## src/rtl/daisy_irq_pkg.sv

```systemverilog
package daisy_irq_pkg;
  localparam int CH_N = 2;
  localparam int CH_W = (CH_N > 1) ? $clog2(CH_N) : 1;

  // strobes from control to datapath
  typedef struct packed {
    logic [CH_N-1:0] grant;   // one-hot: channel acknowledged this cycle
  } ctlStrobes_t;
endpackage

```

## src/rtl/daisy_irq_ctrl.sv

```systemverilog
module daisy_irq_ctrl
  import daisy_irq_pkg::*;
#(
  parameter int DATA_W = 8,
  parameter logic [DATA_W-1:0] RET_PREFIX = 8'hED,
  parameter logic [DATA_W-1:0] RET_OPCODE = 8'h4D
) (
  input  logic              clk,
  input  logic              rstN,
  input  logic [CH_N-1:0]   reqIn,
  input  logic              chainIn,
  input  logic              ackStb,
  input  logic              fetchStb,
  input  logic [DATA_W-1:0] busData,
  output logic              intReqN,
  output logic              chainOut,
  output ctlStrobes_t       strobes
);
  logic [CH_N-1:0] pend, serv;
  logic [CH_N-1:0] chanEn, active, servEn, retClr;
  logic            sawPrefix, retHit, chainRun;

  // internal enable chain: index 0 (channel A) is nearest the host
  always_comb begin
    logic run;
    run = chainIn;
    for (int i = 0; i < CH_N; i++) begin
      chanEn[i] = run;
      run       = run & ~pend[i] & ~serv[i];
    end
    chainRun = run;
  end

  assign active        = chanEn & pend & ~serv;
  assign servEn        = chanEn & serv;
  assign strobes.grant = active & {CH_N{ackStb}};
  assign retClr        = servEn & {CH_N{retHit}};
  assign intReqN       = ~|active;
  assign chainOut      = chainRun;

  // return-from-interrupt snooper on opcode fetches
  assign retHit = fetchStb & sawPrefix & (busData == RET_OPCODE);

  always_ff @(posedge clk) begin
    if (!rstN)         sawPrefix <= 1'b0;
    else if (fetchStb) sawPrefix <= (busData == RET_PREFIX);
  end

  for (genvar g = 0; g < CH_N; g++) begin : g_chan
    always_ff @(posedge clk) begin
      if (!rstN) begin
        pend[g] <= 1'b0;
        serv[g] <= 1'b0;
      end else begin
        pend[g] <= reqIn[g] | (pend[g] & ~strobes.grant[g]);
        serv[g] <= strobes.grant[g] | (serv[g] & ~retClr[g]);
      end
    end
  end
endmodule

```

## src/rtl/daisy_irq_dp.sv

```systemverilog
module daisy_irq_dp
  import daisy_irq_pkg::*;
#(
  parameter int DATA_W = 8
) (
  input  logic              clk,
  input  logic              rstN,
  input  logic [CH_N-1:0]   vecWr,
  input  logic [DATA_W-1:0] vecData,
  input  ctlStrobes_t       strobes,
  output logic [DATA_W-1:0] vecOut,
  output logic              vecValid
);
  localparam logic [DATA_W-1:0] LSB_CLR = ~{{(DATA_W-1){1'b0}}, 1'b1};

  logic [DATA_W-1:0] vecReg [CH_N];
  logic [DATA_W-1:0] vecSel;

  for (genvar g = 0; g < CH_N; g++) begin : g_vec
    always_ff @(posedge clk) begin
      if (!rstN)         vecReg[g] <= '0;
      else if (vecWr[g]) vecReg[g] <= vecData & LSB_CLR;
    end
  end

  always_comb begin
    vecSel = '0;
    for (int i = 0; i < CH_N; i++)
      if (strobes.grant[i]) vecSel = vecReg[i];
  end

  always_ff @(posedge clk) begin
    if (!rstN) begin
      vecOut   <= '0;
      vecValid <= 1'b0;
    end else begin
      vecValid <= |strobes.grant;
      if (|strobes.grant) vecOut <= vecSel;
    end
  end
endmodule

```

## src/rtl/daisy_irq_ctl.sv

```systemverilog
module daisy_irq_ctl
  import daisy_irq_pkg::*;
#(
  parameter int DATA_W = 8
) (
  input  logic              clk,
  input  logic              rstN,
  input  logic              reqA,
  input  logic              reqB,
  input  logic              vecWrA,
  input  logic              vecWrB,
  input  logic [DATA_W-1:0] vecData,
  input  logic              chainIn,
  output logic              chainOut,
  output logic              intReqN,
  input  logic              ackStb,
  input  logic              fetchStb,
  input  logic [DATA_W-1:0] busData,
  output logic [DATA_W-1:0] vecOut,
  output logic              vecValid
);
  ctlStrobes_t strobes;

  daisy_irq_ctrl #(.DATA_W(DATA_W)) u_ctrl (
    .clk(clk), .rstN(rstN), .reqIn({reqB, reqA}), .chainIn(chainIn),
    .ackStb(ackStb), .fetchStb(fetchStb), .busData(busData),
    .intReqN(intReqN), .chainOut(chainOut), .strobes(strobes)
  );

  daisy_irq_dp #(.DATA_W(DATA_W)) u_dp (
    .clk(clk), .rstN(rstN), .vecWr({vecWrB, vecWrA}), .vecData(vecData),
    .strobes(strobes), .vecOut(vecOut), .vecValid(vecValid)
  );
endmodule

```

## config.mk

```make
export PLATFORM = sky130hd
export DESIGN_NAME = daisy_irq_ctl
export DESIGN_NICKNAME = d
export VERILOG_FILES = /design/src/rtl/daisy_irq_pkg.sv /design/src/rtl/daisy_irq_ctrl.sv /design/src/rtl/daisy_irq_dp.sv /design/src/rtl/daisy_irq_ctl.sv
export SDC_FILE = /design/constraint.sdc
export NUM_CORES = 1
export LEC_CHECK = 0
export CAP_MARGIN = 20
export CORE_ASPECT_RATIO = 0.6
export CORE_MARGIN = 4
export CORE_UTILIZATION = 35
export CTS_CLUSTER_DIAMETER = 150
export DETAILED_ROUTE_END_ITERATION = 8
export DONT_BUFFER_PORTS = 1
export PLACE_DENSITY = 0.6
export RECOVER_POWER = 50
export SLEW_MARGIN = 20
export SYNTH_ARGS = -nofsm -noshare
export SYNTH_HDL_FRONTEND = slang
export SYNTH_SLANG_ARGS = --single-unit
export TNS_END_PERCENT = 30
```

## constraint.sdc

```tcl
create_clock -name clk -period 2.5 [get_ports clk]
set_input_delay 0.25 -clock clk [delete_from_list [all_inputs] [get_ports clk]]
set_output_delay 0.25 -clock clk [all_outputs]
set_load 0.005 [all_outputs]
```

==> results of run 1 <==
-- cell usage in the layout (no fill, tap or decap), types with 2 or more instances in the layout --
cell type / instances
dfxtp_1: 13
edfxtp_1: 14
a211oi_1: 3
clkbuf_8: 3
nor2_1: 3
inv_2: 2
and3_1: 14
nor2b_1: 2
a21oi_1: 3
o21a_1: 2
inv_1: 6
a221oi_2: 12
nand2b_1: 5
nand3_1: 8
-- report_power, final --
part | switching, W | leakage, nW | total, W | internal, W
clock network | 0.000132 | 0.0228 | 0.000246 | 0.000114
logic | 0.0000467 | 0.213 | 0.0000820 | 0.0000353
registers | 0.0000190 | 0.257 | 0.000516 | 0.000497
-- cells by family after synthesis --
family	after synthesis	share of synthesized area [%]
other	1	0.284
AOI/OAI and AO/OA	26	21.7
and+or+nand+nor	40	19.8
buffers and inverters	15	6.55
DFF	27	51.6
-- critical path: cells and delay by family, from the launching register on --
| kind | cells | cell delay [ns] |
|---|---|---|
| simple gates | 1 | 0.53 |
| flops | 1 | 0.40 |
| compound gates | 1 | 0.21 |
-- per-layer routing --
metal	global-route usage, %	wire length (um)
met5	0	0
met2	12.4	906
met4	2.63	23
met1	17.9	1370
met3	6.09	335
-- through the flow --
step	area (um^2)	cells	utilization, %	total power, W	setup WS [ns]
floorplan	1320	109	-	0.000602	1.33
finish	1360	151	39.8	0.000844	0.839
global placement	1320	147	38.5	0.000607	1.06
detailed placement	1320	147	38.5	0.000609	1.01
global route	1360	151	39.8	0.000883	0.717
CTS	1360	151	39.8	0.000858	0.806
-- flip-flops by register name (all words and copies together) (netlist names) --
| name | flops |
|---|---|
| u_dp.vecReg | 14 |
| u_dp.vecOut | 7 |
| u_ctrl.pend | 2 |
| u_ctrl.serv | 2 |
| u_ctrl.sawPrefix | 1 |
| u_dp.vecValid | 1 |
-- final cells by class --
class	count	area share, %
sequential	27	49.9
multi-input combinational	67	40.5
tap	45	4.13
clock buffer	4	3.30
inverter	8	2.20
-- worst paths after layout --
path / start / end / slack [ns] / cells past startpoint
max: u_ctrl.pend[1]$_SDFF_PN0_ / intReqN / 0.84 / 2
min: rstN / u_ctrl.pend[0]$_SDFF_PN0_ / 0.09 / 1
max reg2reg: u_ctrl.pend[1]$_SDFF_PN0_ / u_dp.vecOut[6]$_SDFFE_PN0P_ / 0.99 / 3
min reg2reg: u_ctrl.sawPrefix$_SDFFE_PN0P_ / u_ctrl.sawPrefix$_SDFFE_PN0P_ / 0.48 / 2
==> out/results.txt, run 1 <==
Inserted Diodes: 0
Die height: 55.5 um
Row Count: 16
Critical Path End Type: primary output
Post-synth top flop: edfxtp_1
Die Wd: 87.2 um
Crit path cell chain: nor2b_1 > o21ai_0
Worst-path maximum fanout: 10
Gr usage total: 11.2%
Min cycle time layout: 1.66 ns
Initial DRC count: 51
Largest net degree at the start of global routing: 21
Synth top area cells: edfxtp_1, dfxtp_1, a221oi_2
Storage element area: 681 um^2
Clk root buf: clkbuf_8
Fin Setup TNS: 0 ns
PortBufs: 0
Slew Viols, Final: 0
RSZ-0062 raised after global routing: no
Area of the multi-input gates: 552 um^2
Post-CTS Setup Bufs: 0
Final Hold Slack: 0.0899 ns
Post-cts hold buffer count: 0
Detailed Routing Iterations Pass 1: 4
Global-route wire length before repair: 4.16 mm
Critical path's slowest cell: nor2b_1
Most instantiated cells after synthesis: and3_1, edfxtp_1, dfxtp_1
Max_slew headroom: 59.7%
Critical Path Max Stage Delay: 0.53 ns
CTS H-tree depth: 1
Post-CTS resize count: 0
Final setup vio count: 0
CTS sink count: 27
Area of the mapped netlist: 1320 um^2
Antenna viol nets, final: 0
Total CTS buffers: 3
CTS tree: built
DR DRC count: 0
Worst-Margin Slew: 0.603 ns
Hold Crit Class: in2reg
Initial Util: 38.5%
Area grow syn2layout: 3.42%
YS warnings: 0
Syn_area_per_cell: 12.1 um^2
Setup crit start kind: register
Global route overflow: 0
Ports: 36
Nets@finish: 132
Total number of vias: 811
Clock-pin slew on the worst setup and hold paths: 0.09 ns
Asr flop ratio synth: 0%
Vias per cell: 5.37
Crit path DAT: 1.41 ns
P per Cell Area: 619 nW/um^2
Sequential area share after synthesis: 51.6%
Antenna violations before repair: 0
Worst VDD drop: 0.222 mV
Fmax: 602 MHz
Clk_lat worst skew: 0.27 ns
Post-synth EDFFs: 14
Yosys top cell by area: edfxtp_1
Final Hold Vio Count: 0
Routability cong.: 0.729
Number of global-route vias before repair: 778
Setup skew after layout: 0.00474 ns
Full die area: 4850 um^2
Synth top area share: 31.9%
CP Class: reg2out
Yosys reg bits: 27
Gate Count Post-Synth: 109
Leakage power: 0.492 nW
WL final: 2.64 mm
Critical Path RT: 2.25 ns
Share of layout cells above drive strength 1: 19.8%
Status: complete, no violations
Fillcell total: 324
Max Cap Viol: 0
Placeable Area: 3420 um^2
Final period utilization: 66.5%
Cell variety after synth: 31
DR WL/cell: 17.5 um
CTS max path bufs: 2
Synthesized net count: 134
Post-DP HPWL: 2.06 mm
(Power assumes the default switching activity.)
==> run 2: changes to the inputs <==
ABC_AREA = 1   (was not set)
clock period = 1.75 ns   (was 2.5 ns; I/O delays follow)
==> out/results.txt, run 2 <==
Most frequent cells in the layout: nor2_1, nand2_1, inv_1
RSZ-0062 raised after global routing: no
Flop2flop setup slack: 0.49 ns
Internal power: 0.000914 W
P per Cell Area: 905 nW/um^2
Post-DP HPWL: 2.02 mm
Full die area: 4610 um^2
Critical Path End Type: primary output
Setup crit start kind: register
CTS max path bufs: 2
Logic pwr share: 8.9%
Hold Startpoint: reqA
Sequential area share after synthesis: 54.6%
Antenna violations before repair: 0
Crit path DAT: 1.16 ns
YS warnings: 0
Total CTS buffers: 3
Initial DRC count: 124
Total number of vias: 914
Clock-pin slew on the worst setup and hold paths: 0.10 ns
Yosys top cell by area: edfxtp_1
Syn_area_per_cell: 7.95 um^2
Initial Util: 37.3%
CTS sink count: 27
Worst hold path depth: 2
Slew Viols, Final: 0
Routability cong.: 0.784
Synthesized net count: 182
Final core occ: 39.9%
Fmax: 752 MHz
Number of global-route vias before repair: 835
Met3 Routed Length: 201 um
Row Count: 16
Count leader, synth: nor2_1
Final Hold Vio Count: 0
Global route overflow: 0
Switch Pwr: 0.000294 W
Final setup vio count: 0
Uppermost layer routed: met4
Worst VDD drop: 0.358 mV
DR WL/cell: 12.5 um
Asr flop ratio synth: 0%
Antenna viol nets, final: 0
Largest net degree at the start of global routing: 18
WL final: 2.56 mm
Worst-Margin Slew: 0.516 ns
Inserted Diodes: 0
Nets@finish: 185
Fin Setup TNS: 0 ns
Global-route wire length before repair: 4.13 mm
DR DRC count: 0
Final Hold Slack: 0.0163 ns
Vias per cell: 4.48
Min cycle time layout: 1.33 ns
Final instance area: 1340 um^2
Most instantiated cells after synthesis: nor2_1, nand2_1, inv_1
Clk root buf: clkbuf_8
Area grow syn2layout: 7.02%
Leakage power: 0.606 nW
Placed cells: 199
CTS H-tree depth: 1
Launching point of the worst reg2reg path: u_ctrl.serv[0]$_SDFF_PN0_
Cell variety after synth: 20
Largest register FFs: 14
Hold Crit Class: in2reg
Critical R2R Capture: u_dp.vecOut[4]$_SDFFE_PN0P_
Switching part of the total: 24.3%
Placeable Area: 3340 um^2
CP Class: reg2out
Gate Count Post-Synth: 157
PortBufs: 0
Metal1 wirelength: 1.31 mm
Synth top area cells: edfxtp_1, dfxtp_1, nor2_1
Seq pwr share: 60.7%
Placed inst area: 1270 um^2
Yosys reg bits: 27
Worst-path maximum fanout: 9
Register name with the most flops: u_dp.vecReg
Ports: 36
Die Wd: 85.1 um
Post-synth top flop: edfxtp_1
Final period utilization: 76.0%
Hold Path End: u_ctrl.pend[0]$_SDFF_PN0_
Post-route insts no fill: 204
Commonest non-fill, non-tap cell in the layout: nor2_1
Die height: 54.2 um
Post-synth EDFFs: 14
Max_slew headroom: 65.6%
CTS tree: built
Detailed Routing Iterations Pass 1: 4
Area of the mapped netlist: 1250 um^2
Clk pwr share: 30.4%
Clk_lat worst skew: 0.27 ns
Detail Route met2 WL: 1.04 mm
Setup skew after layout: 0.00636 ns
Worst r2r path cells: 7
Critical Path RT: 1.57 ns
Share of layout cells above drive strength 1: 5.66%
Max Cap Viol: 0
Status: complete, no violations
Gr usage total: 12.0%
Largest regs: u_dp.vecReg: 14 flops, u_dp.vecOut: 7 flops
Synth top area share: 33.7%
-- run 2: critical path: stages (launching register included) --
cell,delay (ns)
dfxtp_1,0.42
inv_2,0.07
a21oi_4,0.28
inv_1,0.11
-- run 2: worst max-delay path by stage --
| stage | start | slack (ns) | depth (start not counted) | endpoint |
|---|---|---|---|---|
| final | u_ctrl.pend[0]$_SDFF_PN0_ | 0.42 | 3 | intReqN |
| after global routing | u_ctrl.pend[0]$_SDFF_PN0_ | 0.31 | 3 | intReqN |
| after CTS | u_ctrl.pend[0]$_SDFF_PN0_ | 0.42 | 3 | intReqN |
| after detailed placement | u_ctrl.serv[0]$_SDFF_PN0_ | 0.52 | 7 | u_dp.vecOut[4]$_SDFFE_PN0P_ |
| after global placement | u_ctrl.serv[0]$_SDFF_PN0_ | 0.62 | 6 | u_ctrl.pend[1]$_SDFF_PN0_ |
| after floorplan | u_ctrl.serv[0]$_SDFF_PN0_ | 0.71 | 6 | u_ctrl.pend[1]$_SDFF_PN0_ |
-- run 2: metrics by stage --
stage                     worst slack (ns)  total power [W]
after floorplan                      0.713         0.000836
after global placement               0.624         0.000848
after detailed placement             0.523         0.000855
after CTS                            0.423          0.00123
after global routing                 0.307          0.00127
final                                0.420          0.00121
-- run 2: logic make-up (layout without fill, tap and decap cells) --
family / after synthesis / after routing / synth area share (%)
other: 1 / 1 / 0.301
buffers and inverters: 33 / 35 / 11.3
AOI/OAI and AO/OA: 7 / 7 / 3.71
and+or+nand+nor: 89 / 89 / 30.1
DFF: 27 / 27 / 54.6
-- run 2: power groups by stage --
stage	Sequential, W	Combinational [W]	Clock, W
2_1_floorplan	0.000740	0.0000963	0
3_3_place_gp	0.000746	0.000102	0
3_5_place_dp	0.000749	0.000106	0
4_1_cts	0.000734	0.000109	0.000382
5_1_grt	0.000738	0.000125	0.000402
6_report	0.000733	0.000107	0.000368
-- run 2: layer usage --
metal  vias up  GRT usage (%)
met5         -              0
met4         0           1.58
met3         2           4.81
met2        33           18.4
met1       399           16.3
li1        480              -
-- run 2: timing repair --
action / 4_1_cts / 5_1_grt
hold endpoints to repair: 1 / 0
buffers inserted: 0 / 0
hold buffers: 1 / 0
gates resized for setup: 0 / 0
-- run 2: final cells by class --
cell class                      instances  area [um^2]
Clock buffer                            3         41.3
Clock inverter                          1         8.76
Fill cell                             356         2010
Inverter                               30          113
Multi-Input combinational cell         97          425
Sequential cell                        27          681
Tap cell                               45         56.3
Timing Repair Buffer                    1         10.0
==> run 3: changes to the inputs <==
ABC_AREA = 0   (was 1)
PLACE_DENSITY = 0.62   (was 0.6)
clock period = 1.2 ns   (was 1.75 ns; I/O delays follow)
==> out/results.txt, run 3 (same netlist as run 1, synthesis figures left out) <==
Seq pwr share: 56.5%
Global route overflow: 0
Setup crit start kind: register
CTS H-tree depth: 1
Total CTS buffers: 3
Logic pwr share: 15.0%
Routability cong.: 0.828
Worst-path maximum fanout: 4
Nets@finish: 147
RSZ-0062 raised after global routing: yes
Post-place setup slack: -0.0598 ns
Critical Path RT: 1.08 ns
Initial DRC count: 36
CP Class: reg2out
Power consumption: 0.00192 W
Largest regs: u_dp.vecReg: 14 flops, u_dp.vecOut: 7 flops
Fin Setup TNS: -0.0608 ns
Antenna viol nets, final: 0
Ports: 36
CTS max path bufs: 2
Largest net degree at the start of global routing: 21
Global-route wire length before repair: 4.64 mm
Setup ws final: -0.0220 ns
CTS tree: built
Crit path DAT: 1.10 ns
Final instance area: 1640 um^2
Die Wd: 87.2 um
Number of global-route vias before repair: 922
Initial Util: 38.5%
Internal power: 0.00143 W
Final period utilization: 102%
Violated checks: negative setup slack
WL final: 3.01 mm
Largest register FFs: 14
Status: finished with violations
Clk pwr share: 28.5%
Register name with the most flops: u_dp.vecReg
Clk_lat worst skew: 0.28 ns
P per Cell Area: 1170 nW/um^2
Most frequent cells in the layout: and3_1, edfxtp_1, dfxtp_1
Critical Path End Type: primary output
DR WL/cell: 18.2 um
Final setup vio count: 5
Die height: 55.5 um
Area grow syn2layout: 24.5%
Placeable Area: 3420 um^2
Placed inst area: 1430 um^2
Slew Viols, Final: 0
Post-CTS Setup Bufs: 0
Clk root buf: clkbuf_8
Share of layout cells above drive strength 1: 38.8%
Switching part of the total: 25.5%
Full die area: 4850 um^2
DR DRC count: 0
Inserted Diodes: 0
CTS sink count: 27
Final Hold Vio Count: 0
Detailed Routing Iterations Pass 1: 6
Gr usage total: 12.6%
Hold Crit Class: in2reg
Min cycle time layout: 1.22 ns
Setup skew after layout: 0.00594 ns
PortBufs: 0
Worst VDD drop: 0.430 mV
Fmax: 818 MHz
Post-DP HPWL: 2.27 mm
Final core occ: 48.0%
Max Cap Viol: 0
Row Count: 16
Switch Pwr: 0.000490 W
Antenna violations before repair: 0
Total number of vias: 931
Vias per cell: 5.61
Leakage power: 0.601 nW
Clock-pin slew on the worst setup and hold paths: 0.10 ns
run 3: cell count changes in the layout (fill, tap and decap cells not counted), moves of 7 or more:
cell      delta
nand2_1     -30
buf_4        +7
nor2_1      -38
and3_1      +14
inv_1       -23
a221oi_2     +7
run 3: worst max-delay path, cell delays in order, from the launching register on:
cell	delay, ns
dfxtp_2	0.35
buf_6	0.13
nor2b_4	0.11
nor4b_4	0.23
run 3: routing by layer:
layer  wire length [um]  global-route usage (%)
met2               1230                    17.1
met1               1490                    17.6
met4                 19                    3.28
met5                  0                       0
met3                274                    6.09
run 3: area by class of cell:
cell class	instances	area [um^2]
sequential	27	686
multi-input combinational	67	663
timing repair buffer	15	156
clock buffer	3	41.3
fill	314	1780
clock inverter	1	8.76
inverter	8	30.0
tap	45	56.3
run 3: path summary, 6_finish.rpt:
kind                            cells past startpoint                       endpoint                     startpoint  slack (ns)
worst max-delay path                                3                       chainOut      u_ctrl.serv[0]$_SDFF_PN0_       -0.02
worst min-delay path                                2  u_ctrl.sawPrefix$_SDFFE_PN0P_                       fetchStb        0.01
worst max register to register                      3    u_dp.vecOut[6]$_SDFFE_PN0P_      u_ctrl.pend[0]$_SDFF_PN0_       -0.01
worst min register to register                      2  u_ctrl.sawPrefix$_SDFFE_PN0P_  u_ctrl.sawPrefix$_SDFFE_PN0P_        0.48
run 3: power by group through the flow:
stage | clock, W | sequential (W) | combinational [W]
floorplan | 0 | 0.00108 | 0.000171
global placement | 0 | 0.00110 | 0.000220
detailed placement | 0 | 0.00110 | 0.000226
CTS | 0.000560 | 0.00108 | 0.000254
global route | 0.000604 | 0.00109 | 0.000309
finish | 0.000547 | 0.00109 | 0.000288
run 3: repair_timing:
action / in CTS / in global routing
setup endpoints to repair: 9 / 10
resized for setup: 15 / 10
pin swaps: 0 / 2
hold endpoints to repair: 3 / 3
run 3: stage by stage:
stage,instances,hold slack [ns]
3_5_place_dp,159,0.243
5_1_grt,166,0.0161
2_1_floorplan,109,0.244
6_report,166,0.0135
4_1_cts,163,-0.0610
3_3_place_gp,159,0.243
